## src/rtl/uart_pkg.sv

```systemverilog
package uart_pkg;

  localparam int DATA_W = 8;

  // Which level the transmitter drives this cycle
  typedef enum logic [2:0] {
    LINE_MARK,
    LINE_START,
    LINE_DATA,
    LINE_PAR
  } txSel_t;

  // Strobes from control to datapath
  typedef struct packed {
    logic   txLoad;
    logic   txShift;
    txSel_t txSel;
    logic   rxShiftBit;
    logic   rxTakePar;
    logic   rxFinish;
  } ctrlStb_t;

  // Index of the last data bit: width code 0..3 -> 4..7
  function automatic logic [2:0] lastBitIdx(input logic [1:0] lenSel);
    return 3'd4 + {1'b0, lenSel};
  endfunction

  // Number of unused upper bit positions for a width code
  function automatic logic [1:0] padShift(input logic [1:0] lenSel);
    return 2'd3 - lenSel;
  endfunction

endpackage

```

## src/rtl/uart_baud.sv

```systemverilog
module uart_baud #(
  parameter int DIV_W = 16
) (
  input  logic             clk,
  input  logic             rstN,
  input  logic [DIV_W-1:0] div,
  output logic             tick
);

  logic [DIV_W-1:0] cnt;
  logic [DIV_W:0]   cntNext;

  assign cntNext = {1'b0, cnt} + 1'b1;

  always_ff @(posedge clk or negedge rstN) begin
    if (!rstN) begin
      cnt  <= '0;
      tick <= 1'b0;
    end else if (cntNext >= {1'b0, div}) begin
      cnt  <= '0;
      tick <= 1'b1;
    end else begin
      cnt  <= cntNext[DIV_W-1:0];
      tick <= 1'b0;
    end
  end

endmodule

```

## src/rtl/uart_ctrl.sv

```systemverilog
module uart_ctrl
  import uart_pkg::*;
#(
  parameter int OVS = 16
) (
  input  logic       clk,
  input  logic       rstN,
  input  logic       tick,
  input  logic [1:0] lenSel,
  input  logic       twoStop,
  input  logic       parEn,
  input  logic       txValid,
  output logic       txReady,
  input  logic       rxBit,
  output ctrlStb_t   stb
);

  localparam int OVS_W = $clog2(OVS);
  localparam logic [OVS_W-1:0] OVS_LAST = OVS_W'(OVS - 1);
  localparam logic [OVS_W-1:0] OVS_MID  = OVS_W'(OVS / 2 - 1);

  typedef enum logic [2:0] {T_IDLE, T_START, T_DATA, T_PAR, T_STOP1, T_STOP2} txState_t;
  typedef enum logic [2:0] {R_IDLE, R_START, R_DATA, R_PAR, R_STOP, R_WAITHI} rxState_t;

  txState_t         txState;
  rxState_t         rxState;
  logic [OVS_W-1:0] txOvs, rxOvs;
  logic [2:0]       txCnt, rxCnt;
  logic [2:0]       lastIdx;
  logic             txBitEnd, rxSample, rxMidStart;

  assign lastIdx    = lastBitIdx(lenSel);
  assign txBitEnd   = tick && (txOvs == OVS_LAST);
  assign rxSample   = tick && (rxOvs == OVS_LAST);
  assign rxMidStart = tick && (rxOvs == OVS_MID);

  // Transmit sequencing
  always_ff @(posedge clk or negedge rstN) begin
    if (!rstN) begin
      txState <= T_IDLE;
      txOvs   <= '0;
      txCnt   <= '0;
    end else begin
      if (txState == T_IDLE) txOvs <= '0;
      else if (tick)         txOvs <= (txOvs == OVS_LAST) ? '0 : txOvs + 1'b1;
      case (txState)
        T_IDLE:  if (txValid) begin
                   txState <= T_START;
                   txCnt   <= '0;
                 end
        T_START: if (txBitEnd) txState <= T_DATA;
        T_DATA:  if (txBitEnd) begin
                   if (txCnt == lastIdx) txState <= parEn ? T_PAR : T_STOP1;
                   else                  txCnt   <= txCnt + 1'b1;
                 end
        T_PAR:   if (txBitEnd) txState <= T_STOP1;
        T_STOP1: if (txBitEnd) txState <= twoStop ? T_STOP2 : T_IDLE;
        T_STOP2: if (txBitEnd) txState <= T_IDLE;
        default: txState <= T_IDLE;
      endcase
    end
  end

  // Receive sequencing
  always_ff @(posedge clk or negedge rstN) begin
    if (!rstN) begin
      rxState <= R_IDLE;
      rxOvs   <= '0;
      rxCnt   <= '0;
    end else begin
      if (rxState == R_IDLE || rxState == R_WAITHI) rxOvs <= '0;
      else if (tick) begin
        if (rxState == R_START && rxOvs == OVS_MID) rxOvs <= '0;
        else rxOvs <= (rxOvs == OVS_LAST) ? '0 : rxOvs + 1'b1;
      end
      case (rxState)
        R_IDLE:   if (!rxBit) rxState <= R_START;
        R_START:  if (rxMidStart) begin
                    rxState <= rxBit ? R_IDLE : R_DATA;
                    rxCnt   <= '0;
                  end
        R_DATA:   if (rxSample) begin
                    if (rxCnt == lastIdx) rxState <= parEn ? R_PAR : R_STOP;
                    else                  rxCnt   <= rxCnt + 1'b1;
                  end
        R_PAR:    if (rxSample) rxState <= R_STOP;
        R_STOP:   if (rxSample) rxState <= rxBit ? R_IDLE : R_WAITHI;
        R_WAITHI: if (rxBit) rxState <= R_IDLE;
        default:  rxState <= R_IDLE;
      endcase
    end
  end

  assign txReady = (txState == T_IDLE);

  always_comb begin
    stb            = '0;
    stb.txLoad     = (txState == T_IDLE) && txValid;
    stb.txShift    = (txState == T_DATA) && txBitEnd;
    stb.rxShiftBit = (rxState == R_DATA) && rxSample;
    stb.rxTakePar  = (rxState == R_PAR)  && rxSample;
    stb.rxFinish   = (rxState == R_STOP) && rxSample;
    case (txState)
      T_START: stb.txSel = LINE_START;
      T_DATA:  stb.txSel = LINE_DATA;
      T_PAR:   stb.txSel = LINE_PAR;
      default: stb.txSel = LINE_MARK;
    endcase
  end

endmodule

```

## src/rtl/uart_dp.sv

```systemverilog
module uart_dp
  import uart_pkg::*;
#(
  parameter int SYNC_STAGES = 2
) (
  input  logic              clk,
  input  logic              rstN,
  input  logic [1:0]        lenSel,
  input  logic              parEn,
  input  logic              parEven,
  input  ctrlStb_t          stb,
  input  logic [DATA_W-1:0] txData,
  output logic              txLine,
  input  logic              rxLine,
  output logic              rxBit,
  output logic [DATA_W-1:0] rxData,
  output logic              rxValid,
  input  logic              rxTake,
  input  logic              statusRead,
  output logic [4:0]        errStatus
);

  logic [SYNC_STAGES-1:0] rxSync;
  logic [DATA_W-1:0]      txShiftQ, rxShiftQ, txMasked, rxWord;
  logic                   txParQ, rxParQ, pending, pendingLeft;
  logic [3:0]             flags, newErr;
  logic                   parErr, frmErr, brkErr, ovrErr;

  // Input synchroniser, idles high
  always_ff @(posedge clk or negedge rstN) begin
    if (!rstN) rxSync <= '1;
    else       rxSync <= {rxSync[SYNC_STAGES-2:0], rxLine};
  end
  assign rxBit = rxSync[SYNC_STAGES-1];

  // Transmit shifter
  assign txMasked = txData & (8'hFF >> padShift(lenSel));

  always_ff @(posedge clk or negedge rstN) begin
    if (!rstN) begin
      txShiftQ <= '0;
      txParQ   <= 1'b0;
    end else if (stb.txLoad) begin
      txShiftQ <= txMasked;
      txParQ   <= parEven ? ^txMasked : ~^txMasked;
    end else if (stb.txShift) begin
      txShiftQ <= txShiftQ >> 1;
    end
  end

  always_comb begin
    case (stb.txSel)
      LINE_START: txLine = 1'b0;
      LINE_DATA:  txLine = txShiftQ[0];
      LINE_PAR:   txLine = txParQ;
      default:    txLine = 1'b1;
    endcase
  end

  // Receive shifter
  always_ff @(posedge clk or negedge rstN) begin
    if (!rstN) begin
      rxShiftQ <= '0;
      rxParQ   <= 1'b0;
    end else begin
      if (stb.rxShiftBit) rxShiftQ <= {rxBit, rxShiftQ[DATA_W-1:1]};
      if (stb.rxTakePar)  rxParQ   <= rxBit;
    end
  end

  assign rxWord = rxShiftQ >> padShift(lenSel);

  // Fault classification at the middle of the first stop bit
  assign pendingLeft = pending && !rxTake;
  assign parErr      = parEn && ((^rxWord ^ rxParQ) == parEven);
  assign frmErr      = !rxBit;
  assign brkErr      = !rxBit && (rxWord == '0) && !(parEn && rxParQ);
  assign ovrErr      = pendingLeft;
  assign newErr      = {brkErr, ovrErr, frmErr, parErr} & {4{stb.rxFinish}};

  always_ff @(posedge clk or negedge rstN) begin
    if (!rstN) begin
      rxData  <= '0;
      rxValid <= 1'b0;
      pending <= 1'b0;
      flags   <= '0;
    end else begin
      rxValid <= 1'b0;
      pending <= pendingLeft || stb.rxFinish;
      if (stb.rxFinish && !pendingLeft) begin
        rxData  <= rxWord;
        rxValid <= 1'b1;
      end
      flags <= (statusRead ? 4'b0 : flags) | newErr;
    end
  end

  assign errStatus = {|flags, flags};

endmodule

```

## src/rtl/cfg_uart.sv

```systemverilog
module cfg_uart
  import uart_pkg::*;
#(
  parameter int DIV_W       = 16,
  parameter int OVS         = 16,
  parameter int SYNC_STAGES = 2
) (
  input  logic              clk,
  input  logic              rstN,
  input  logic [7:0]        lineCtrl,
  input  logic [DIV_W-1:0]  baudDiv,
  input  logic [DATA_W-1:0] txData,
  input  logic              txValid,
  output logic              txReady,
  output logic              txLine,
  input  logic              rxLine,
  output logic [DATA_W-1:0] rxData,
  output logic              rxValid,
  input  logic              rxTake,
  input  logic              statusRead,
  output logic [4:0]        errStatus
);

  ctrlStb_t stb;
  logic     tick, rxBit;
  logic     unusedLcr;

  assign unusedLcr = ^lineCtrl[7:5];

  uart_baud #(.DIV_W(DIV_W)) u_baud (
    .clk(clk), .rstN(rstN), .div(baudDiv), .tick(tick)
  );

  uart_ctrl #(.OVS(OVS)) u_ctrl (
    .clk(clk), .rstN(rstN), .tick(tick),
    .lenSel(lineCtrl[1:0]), .twoStop(lineCtrl[2]), .parEn(lineCtrl[3]),
    .txValid(txValid), .txReady(txReady), .rxBit(rxBit), .stb(stb)
  );

  uart_dp #(.SYNC_STAGES(SYNC_STAGES)) u_dp (
    .clk(clk), .rstN(rstN),
    .lenSel(lineCtrl[1:0]), .parEn(lineCtrl[3]), .parEven(lineCtrl[4]),
    .stb(stb), .txData(txData), .txLine(txLine), .rxLine(rxLine),
    .rxBit(rxBit), .rxData(rxData), .rxValid(rxValid), .rxTake(rxTake),
    .statusRead(statusRead), .errStatus(errStatus)
  );

endmodule

```

## config.mk

```make
export PLATFORM = sky130hd
export DESIGN_NAME = cfg_uart
export DESIGN_NICKNAME = d
export VERILOG_FILES = /design/src/rtl/uart_pkg.sv /design/src/rtl/uart_baud.sv /design/src/rtl/uart_ctrl.sv /design/src/rtl/uart_dp.sv /design/src/rtl/cfg_uart.sv
export SDC_FILE = /design/constraint.sdc
export NUM_CORES = 1
export LEC_CHECK = 0
export BUFFER_PORTS_ARGS = -buffer_cell sky130_fd_sc_hd__buf_2
export CORE_AREA = 3 3 82 103
export CTS_CLUSTER_SIZE = 14
export DETAILED_ROUTE_END_ITERATION = 12
export DIE_AREA = 0 0 85 106
export PLACE_DENSITY = 0.8
export SYNTH_ARGS = -nofsm -noshare
export SYNTH_HDL_FRONTEND = slang
export SYNTH_SLANG_ARGS = --single-unit
export TNS_END_PERCENT = 100
```

## constraint.sdc

```tcl
create_clock -name clk -period 2.88 [get_ports clk]
set_input_delay 0.576 -clock clk [delete_from_list [all_inputs] [get_ports clk]]
set_output_delay 0.576 -clock clk [all_outputs]
set_load 0.02 [all_outputs]
```

Word level (Yosys, flattened, before mapping)

Cells that the tools add are included.

Word-level logic and storage cells: 147
Bits of input ports: 38
Register bits: 71

$lt $le $gt $ge: 1
Reductions and logical operators: 37
Mux-type cells: 44
Shift operators: 2
Equality and inequality tests: 35
Bitwise operators: 4
$add $sub $neg: 7

Operator list:

| kind                                                                     | count |
|---|---|
| 3-bit 2-to-1 mux                                                         | 23 |
| 3-bit case mux with 6 select lines                                       | 2 |
| 4-bit 2-to-1 mux                                                         | 8 |
| 2-bit by 1-bit inequality test with 1-bit output (second input constant) | 12 |
| 16-bit by 1-bit adder with 17-bit output (second input constant)         | 1 |
| 17-bit by 16-bit >= comparator with 1-bit output                         | 1 |
| 16-bit 2-to-1 mux                                                        | 1 |
| 8-bit 2-to-1 mux                                                         | 2 |
| 8-bit parity                                                             | 2 |
| 1-bit logical AND                                                        | 15 |
| 7-bit AND reduction                                                      | 2 |
| 3-bit by 2-bit equality test with 1-bit output (second input constant)   | 4 |
| 3-bit equality test (second input constant)                              | 4 |
| 3-bit case mux with 2 select lines                                       | 2 |
| 2-bit nonzero test                                                       | 5 |
| 4-bit by 1-bit adder with 4-bit output (second input constant)           | 2 |
| 8-bit bitwise AND                                                        | 1 |
| 4-bit equality test (second input constant)                              | 2 |
| 8-bit logical NOT                                                        | 1 |
| 2-bit inequality test (second input constant)                            | 4 |
| 4-bit AND reduction                                                      | 2 |
| 8-bit XNOR reduction                                                     | 1 |
| 8-bit by 2-bit >> shifter with 8-bit output                              | 1 |
| 8-bit by 2-bit >> shifter with 8-bit output (first input constant)       | 1 |
| 20 further kinds                                                         | 31 |

Longest topological paths before layout

Depth in word-level cells: 8
Gate-level depth with buffers: 10
Depth with buffers taken out: 10

Hierarchy

Synthesis repeated with hierarchy kept, for this count alone.

Cell total of the unflattened synthesis: 443
Area, all modules: 4249.1 µm²

By module, submodules not included:

| module    | instances | area an instance (µm²) | seq. area each (µm²) | cells each |
|---|---|---|---|---|
| uart_dp   | 1         | 1677.9                 | 853.3                | 153 |
| uart_ctrl | 1         | 1300.0                 | 500.5                | 151 |
| uart_baud | 1         | 1271.2                 | 425.4                | 139 |

Least setup slack after synthesis

No wires, ideal clock.

Path type: flip-flop to flip-flop
Start point: register u_baud.cnt[6]
End point: register u_baud.cnt[1]
Stages on the path, launching flop included: 11
Setup time: 0.144 ns
Required time: 2.736 ns
Arrival: 2.317 ns
Setup slack: 0.419 ns
Path through: dfrtp_1 nand4_1 nor3_2 nand4_1 xnor2_1 ha_1 nand4_1 nor2_1 nand4_1 o211ai_1 nor2_1

Longest elaborated chain between the ends: 3

RTL lines:

| what                                             | RTL line        | source |
|---|---|---|
| from (decl)                                      | uart_baud.sv:10 | `logic [DIV_W-1:0] cnt;` |
| from (signal assigned)                           | uart_baud.sv:23 | `cnt <= cntNext[DIV_W-1:0];` |
| 16-bit by 1-bit adder with 17-bit output         | uart_baud.sv:13 | `assign cntNext = {1'b0, cnt} + 1'b1;` |
| 17-bit by 16-bit >= comparator with 1-bit output | uart_baud.sv:19 | `end else if (cntNext >= {1'b0, div}) begin` |
| 16-bit 2-to-1 mux                                | uart_baud.sv:19 |  |

No other way between the ends.
A chain may end at the register's enable or synchronous reset.

Final worst setup path

Start point: register u_baud.cnt[0]
End point: register u_baud.tick

Longest elaborated chain between the ends: 3

RTL lines:

| what                                             | RTL line        | source |
|---|---|---|
| 16-bit by 1-bit adder with 17-bit output         | uart_baud.sv:13 |  |
| 17-bit by 16-bit >= comparator with 1-bit output | uart_baud.sv:19 |  |
| 1-bit 2-to-1 mux                                 | uart_baud.sv:19 |  |
| to (signal assigned)                             | uart_baud.sv:18 | `tick <= 1'b0;` |
| to (signal assigned)                             | uart_baud.sv:21 | `tick <= 1'b1;` |
| to (signal assigned)                             | uart_baud.sv:24 | `tick <= 1'b0;` |
| to (decl)                                        | uart_baud.sv:7  | `output logic tick` |

No other way between the ends.

==> impl_summary.md <==
Outcome
The flow ran to the end, and the final reports show no timing, DRC or antenna violations.

Timing
Setup repair after global routing left no endpoint under its margin. For the pin with the worst max-slew slack, the measured transition is 748 ps. The total count of hold-check failures in the final report came to 0.

Setup total negative slack on the finished layout was measured at 0 ps. The max-slew headroom at the worst pin is 50.1%. After layout, the worst path uses 93.4% of the clock period. The maximum frequency from static timing analysis is 372 MHz. For the finished layout, the period the worst path requires is 2690 ps.

The hold slack is 301 ps. Between clock sinks in the finished design, the worst skew comes to 12.9 ps. The final count of pins violating max slew came to 0. Setup violations remaining at the end of the flow were counted as 0.

Power and ir drop
The internal power consumption is 1.85 mW. Of the total power, the clock network draws 32.8%. Sequential cells account for 45.2% of the total power. For this design the total switching power over the nets is 0.752 mW. The power per unit of standard cell area is 555 mW/mm^2. The combinational fraction of design power is 21.9%. The total chip power is 2.60 mW. The worst voltage drop across the vdd grid is 454 uV.

The analysis attributes to cell leakage a power of 2.31 nW. Of the total power, the share spent switching nets is 28.9%.

Clock network
The hold buffer count at CTS is 0. After clock tree synthesis, the clock-pin slew on the worst setup and hold paths is 80 ps. The clock latency at the later pin of the worst-skew pair is 340 ps. The clock net sink count is 71. The buffers inserted during post-CTS setup optimization is 0. The CTS tree is built. The clock passes through at most 2 buffers. The number of gates given a new drive strength after cts is 0. The clock buffer count from CTS is 9. CTS placed an instance of sky130_fd_sc_hd__clkbuf_8 at the clock tree root. The number of H-tree levels is 3.

Job
The max-capacitance violation count is 0.

Floorplanning
The number of I/O pins is 54. The die covers 0.00901 sq mm. Measured along the y axis, the die boundary spans 106 um. After floorplanning, the core was sized to cover 0.00749 sq mm. The number of core rows is 35. For this configuration, the core starts out at a cell density of 55.0%.

The die is 85 um wide.

Drt
Dividing the detail-routed via count by the number of cells gives 5.55. The detail route stage leaves a number of antenna-violating nets equal to 0. The DRC violation count after routing is 0. The wire length after detailed routing is 8250 um. The first-pass iteration count of the detailed router is 4. The detailed router finished its first iteration with 196 violations.

The detailed router placed 3241 vias in this run. Dividing the detail-routed wire length by the instance count gives 14.1 um.

Worst setup path
The register-to-register setup slack is 190 ps. The critical path is of the register to register type. The arrival time reported for the critical path endpoint is 2910 ps.

The maximum fanout count along the critical path is 7. The worst setup path is captured at a register. Data on the critical path is required at its endpoint by 3100 ps.

The kind of start point of the critical path is a register.

Global route
The global-route wire length before repair is 14000 um. The routing usage on met1 is 22.5%. The global-route track usage on met3 is 3.49%. The number of antenna violations at the first check in global routing is 0. The met2 global-route usage is 34.0%. The number of global-route vias before repair came to 3192. The layer flagged by global routing as most heavily used is met2. The total track usage is 18.9%.

Entering global routing, the biggest net connects 40 pins. Summed over all layers, the global routing overflow is 0.

Hold path
The worst hold path belongs to the class input port to asynchronous set/reset pin.

Placed design
Detailed placement finished with a half-perimeter wire length of 6260 um. The congestion estimate from routability-driven global placement came to 0.800. The count of buffers added on input and output ports is 50.

Logic synthesis
The mean instance size in the synthesized netlist is 9.40 sq um. The count of cell types in the netlist is 50. The share of flip-flops with an asynchronous set or reset after synthesis is 100%. The most used flip-flop cell after synthesis is sky130_fd_sc_hd__dfrtp_1. Sequential cells were found to cover 43.2% of the synthesized design area. In this run the cell area of the synthesized design comes to 0.00412 sq mm. In the synthesized netlist, the number of instances is 438. The number of synthesized register bits is 71. The number of enable-type register cells in the synthesized netlist is 0.

The synthesized netlist net count is 501. During synthesis, Yosys emitted a total of 0 warnings.

Final layout
At the end of the flow the core is filled with cells to 62.5%. The diode insertion count for antenna repair is 0. Relative to the synthesized area, the layout overhead comes to 13.7%. In the final design database the tool counted 550 nets.

The share of post-route cells with drive strength above 1 is 18.9%.
## layer usage
metal,routed length (um),share of wire (%)
met1,3540,43
met2,4300,52
met3,324,3.9
met4,82,0.99
met5,0,0
## power groups by stage
stage	sequential [mW]	combinational, mW	clock, mW
6_report	1.18	0.570	0.854
3_5_place_dp	1.19	0.580	0
3_3_place_gp	1.19	0.539	0
2_1_floorplan	1.17	0.419	0
4_1_cts	1.17	0.583	0.871
5_1_grt	1.19	0.661	0.914
## cells in the mapped netlist (2+ instances only)
cell	instances	share of area [%]
sky130_fd_sc_hd__dfrtp_1	69	42
sky130_fd_sc_hd__nand2_1	54	4.9
sky130_fd_sc_hd__inv_1	28	2.6
sky130_fd_sc_hd__nor2_1	27	2.5
sky130_fd_sc_hd__o21ai_0	26	3.2
sky130_fd_sc_hd__ha_1	25	7.6
sky130_fd_sc_hd__xnor2_1	23	4.9
sky130_fd_sc_hd__nand3_1	21	2.6
sky130_fd_sc_hd__a21oi_1	16	1.9
sky130_fd_sc_hd__mux2_2	14	3.8
sky130_fd_sc_hd__nor2b_1	12	1.8
sky130_fd_sc_hd__xor2_1	11	2.3
sky130_fd_sc_hd__nand4_1	10	1.5
sky130_fd_sc_hd__mux2i_1	9	2.2
sky130_fd_sc_hd__clkbuf_1	8	0.73
sky130_fd_sc_hd__nor3b_1	8	1.5
sky130_fd_sc_hd__a31oi_1	7	1.1
sky130_fd_sc_hd__buf_2	7	0.85
sky130_fd_sc_hd__nor3_1	7	0.85
sky130_fd_sc_hd__a21o_1	4	0.73
sky130_fd_sc_hd__and2_1	4	0.61
sky130_fd_sc_hd__nand2b_1	4	0.61
sky130_fd_sc_hd__o22ai_1	4	0.61
sky130_fd_sc_hd__a311oi_1	3	0.64
sky130_fd_sc_hd__nor3_2	3	0.73
sky130_fd_sc_hd__o21ai_1	3	0.36
sky130_fd_sc_hd__a211oi_1	2	0.36
sky130_fd_sc_hd__a41oi_1	2	0.43
sky130_fd_sc_hd__and3_1	2	0.30
sky130_fd_sc_hd__and4_1	2	0.43
sky130_fd_sc_hd__dfstp_2	2	1.3
sky130_fd_sc_hd__nand3b_1	2	0.36
sky130_fd_sc_hd__o32ai_1	2	0.43
## worst paths after layout
path                                          startpoint                           to  cells past startpoint
worst max-delay path             u_baud.cnt[0]$_DFF_PN0_        u_baud.tick$_DFF_PN0_                     11
worst min-delay path                                rstN  u_ctrl.txOvs[2]$_DFFE_PN0P_                      1
worst max register to register   u_baud.cnt[0]$_DFF_PN0_        u_baud.tick$_DFF_PN0_                     11
worst min register to register  u_dp.rxSync[0]$_DFF_PN1_     u_dp.rxSync[1]$_DFF_PN1_                      0
max in group asynchronous                           rstN     u_dp.rxSync[1]$_DFF_PN1_                      2
min in group clk                                  rxLine     u_dp.rxSync[0]$_DFF_PN1_                      1
## cells in the final DEF, fill, tap and decap left out, types with 7 or more instances in the layout
cell type	netlist	final
sky130_fd_sc_hd__mux2_2	14	14
sky130_fd_sc_hd__a21oi_1	16	16
sky130_fd_sc_hd__nor2b_1	12	12
sky130_fd_sc_hd__nor3_1	7	7
sky130_fd_sc_hd__nand4_1	10	10
sky130_fd_sc_hd__xnor2_1	23	22
sky130_fd_sc_hd__a31oi_1	7	7
sky130_fd_sc_hd__inv_1	28	28
sky130_fd_sc_hd__buf_2	7	50
sky130_fd_sc_hd__clkbuf_8	0	9
sky130_fd_sc_hd__dfrtp_1	69	69
sky130_fd_sc_hd__ha_1	25	25
sky130_fd_sc_hd__nand3_1	21	21
sky130_fd_sc_hd__nor3b_1	8	8
sky130_fd_sc_hd__nand2_1	54	54
sky130_fd_sc_hd__o21ai_0	26	26
sky130_fd_sc_hd__nor2_1	27	27
sky130_fd_sc_hd__mux2i_1	9	9
sky130_fd_sc_hd__xor2_1	11	11
## area by class of cell
class,instances,area (sq um)
multi-input cells,322,2170
clock buffers,10,128
repair buffers,55,300
flip-flops and latches,71,1780
inverters,28,105
clock inverters,6,86.3
fillers,615,2810
well taps,92,115
## sequential cells by signal, summed over array words and instances, names as in the netlist
register	flops
u_baud.cnt	16
u_baud.tick	1
u_ctrl.rxCnt	3
u_ctrl.rxOvs	4
u_ctrl.rxState	3
u_ctrl.txCnt	3
u_ctrl.txOvs	4
u_ctrl.txState	3
u_dp.flags	4
u_dp.pending	1
u_dp.rxData	8
u_dp.rxParQ	1
u_dp.rxShiftQ	8
u_dp.rxSync	2
u_dp.rxValid	1
u_dp.txParQ	1
u_dp.txShiftQ	8
## per-stage QoR
step                      instances  instance area, sq um  setup WS (ps)
after floorplan                 438                  4120            419
after global placement          568                  4460            233
after detailed placement        568                  4460            166
after CTS                       584                  4670            142
after global routing            584                  4680           3.35
final                           584                  4680            191
## critical path, stage by stage, from the launching register on
cell and delay (ps):
sky130_fd_sc_hd__dfrtp_1 400, sky130_fd_sc_hd__ha_1 240, sky130_fd_sc_hd__and3_1 250, sky130_fd_sc_hd__nand3_1 140, sky130_fd_sc_hd__xnor2_2 170, sky130_fd_sc_hd__ha_1 290
sky130_fd_sc_hd__and2_0 170, sky130_fd_sc_hd__a221o_1 290, sky130_fd_sc_hd__a21oi_1 180, sky130_fd_sc_hd__o21ai_1 80, sky130_fd_sc_hd__buf_4 170, sky130_fd_sc_hd__or2_1 200
## kinds of logic (layout without fill, tap and decap cells)
group           count (synthesis)  count (layout)  share of synthesized area, %
compound gates                 78              78                          11.7
xor+xnor                       34              34                          7.23
fa+ha+maj                      25              25                          7.60
buf+inv                        45              99                          4.35
flops                          71              71                          43.2
mux                            24              24                          6.38
simple gates                  161             161                          19.5
(Power assumes the default switching activity.)
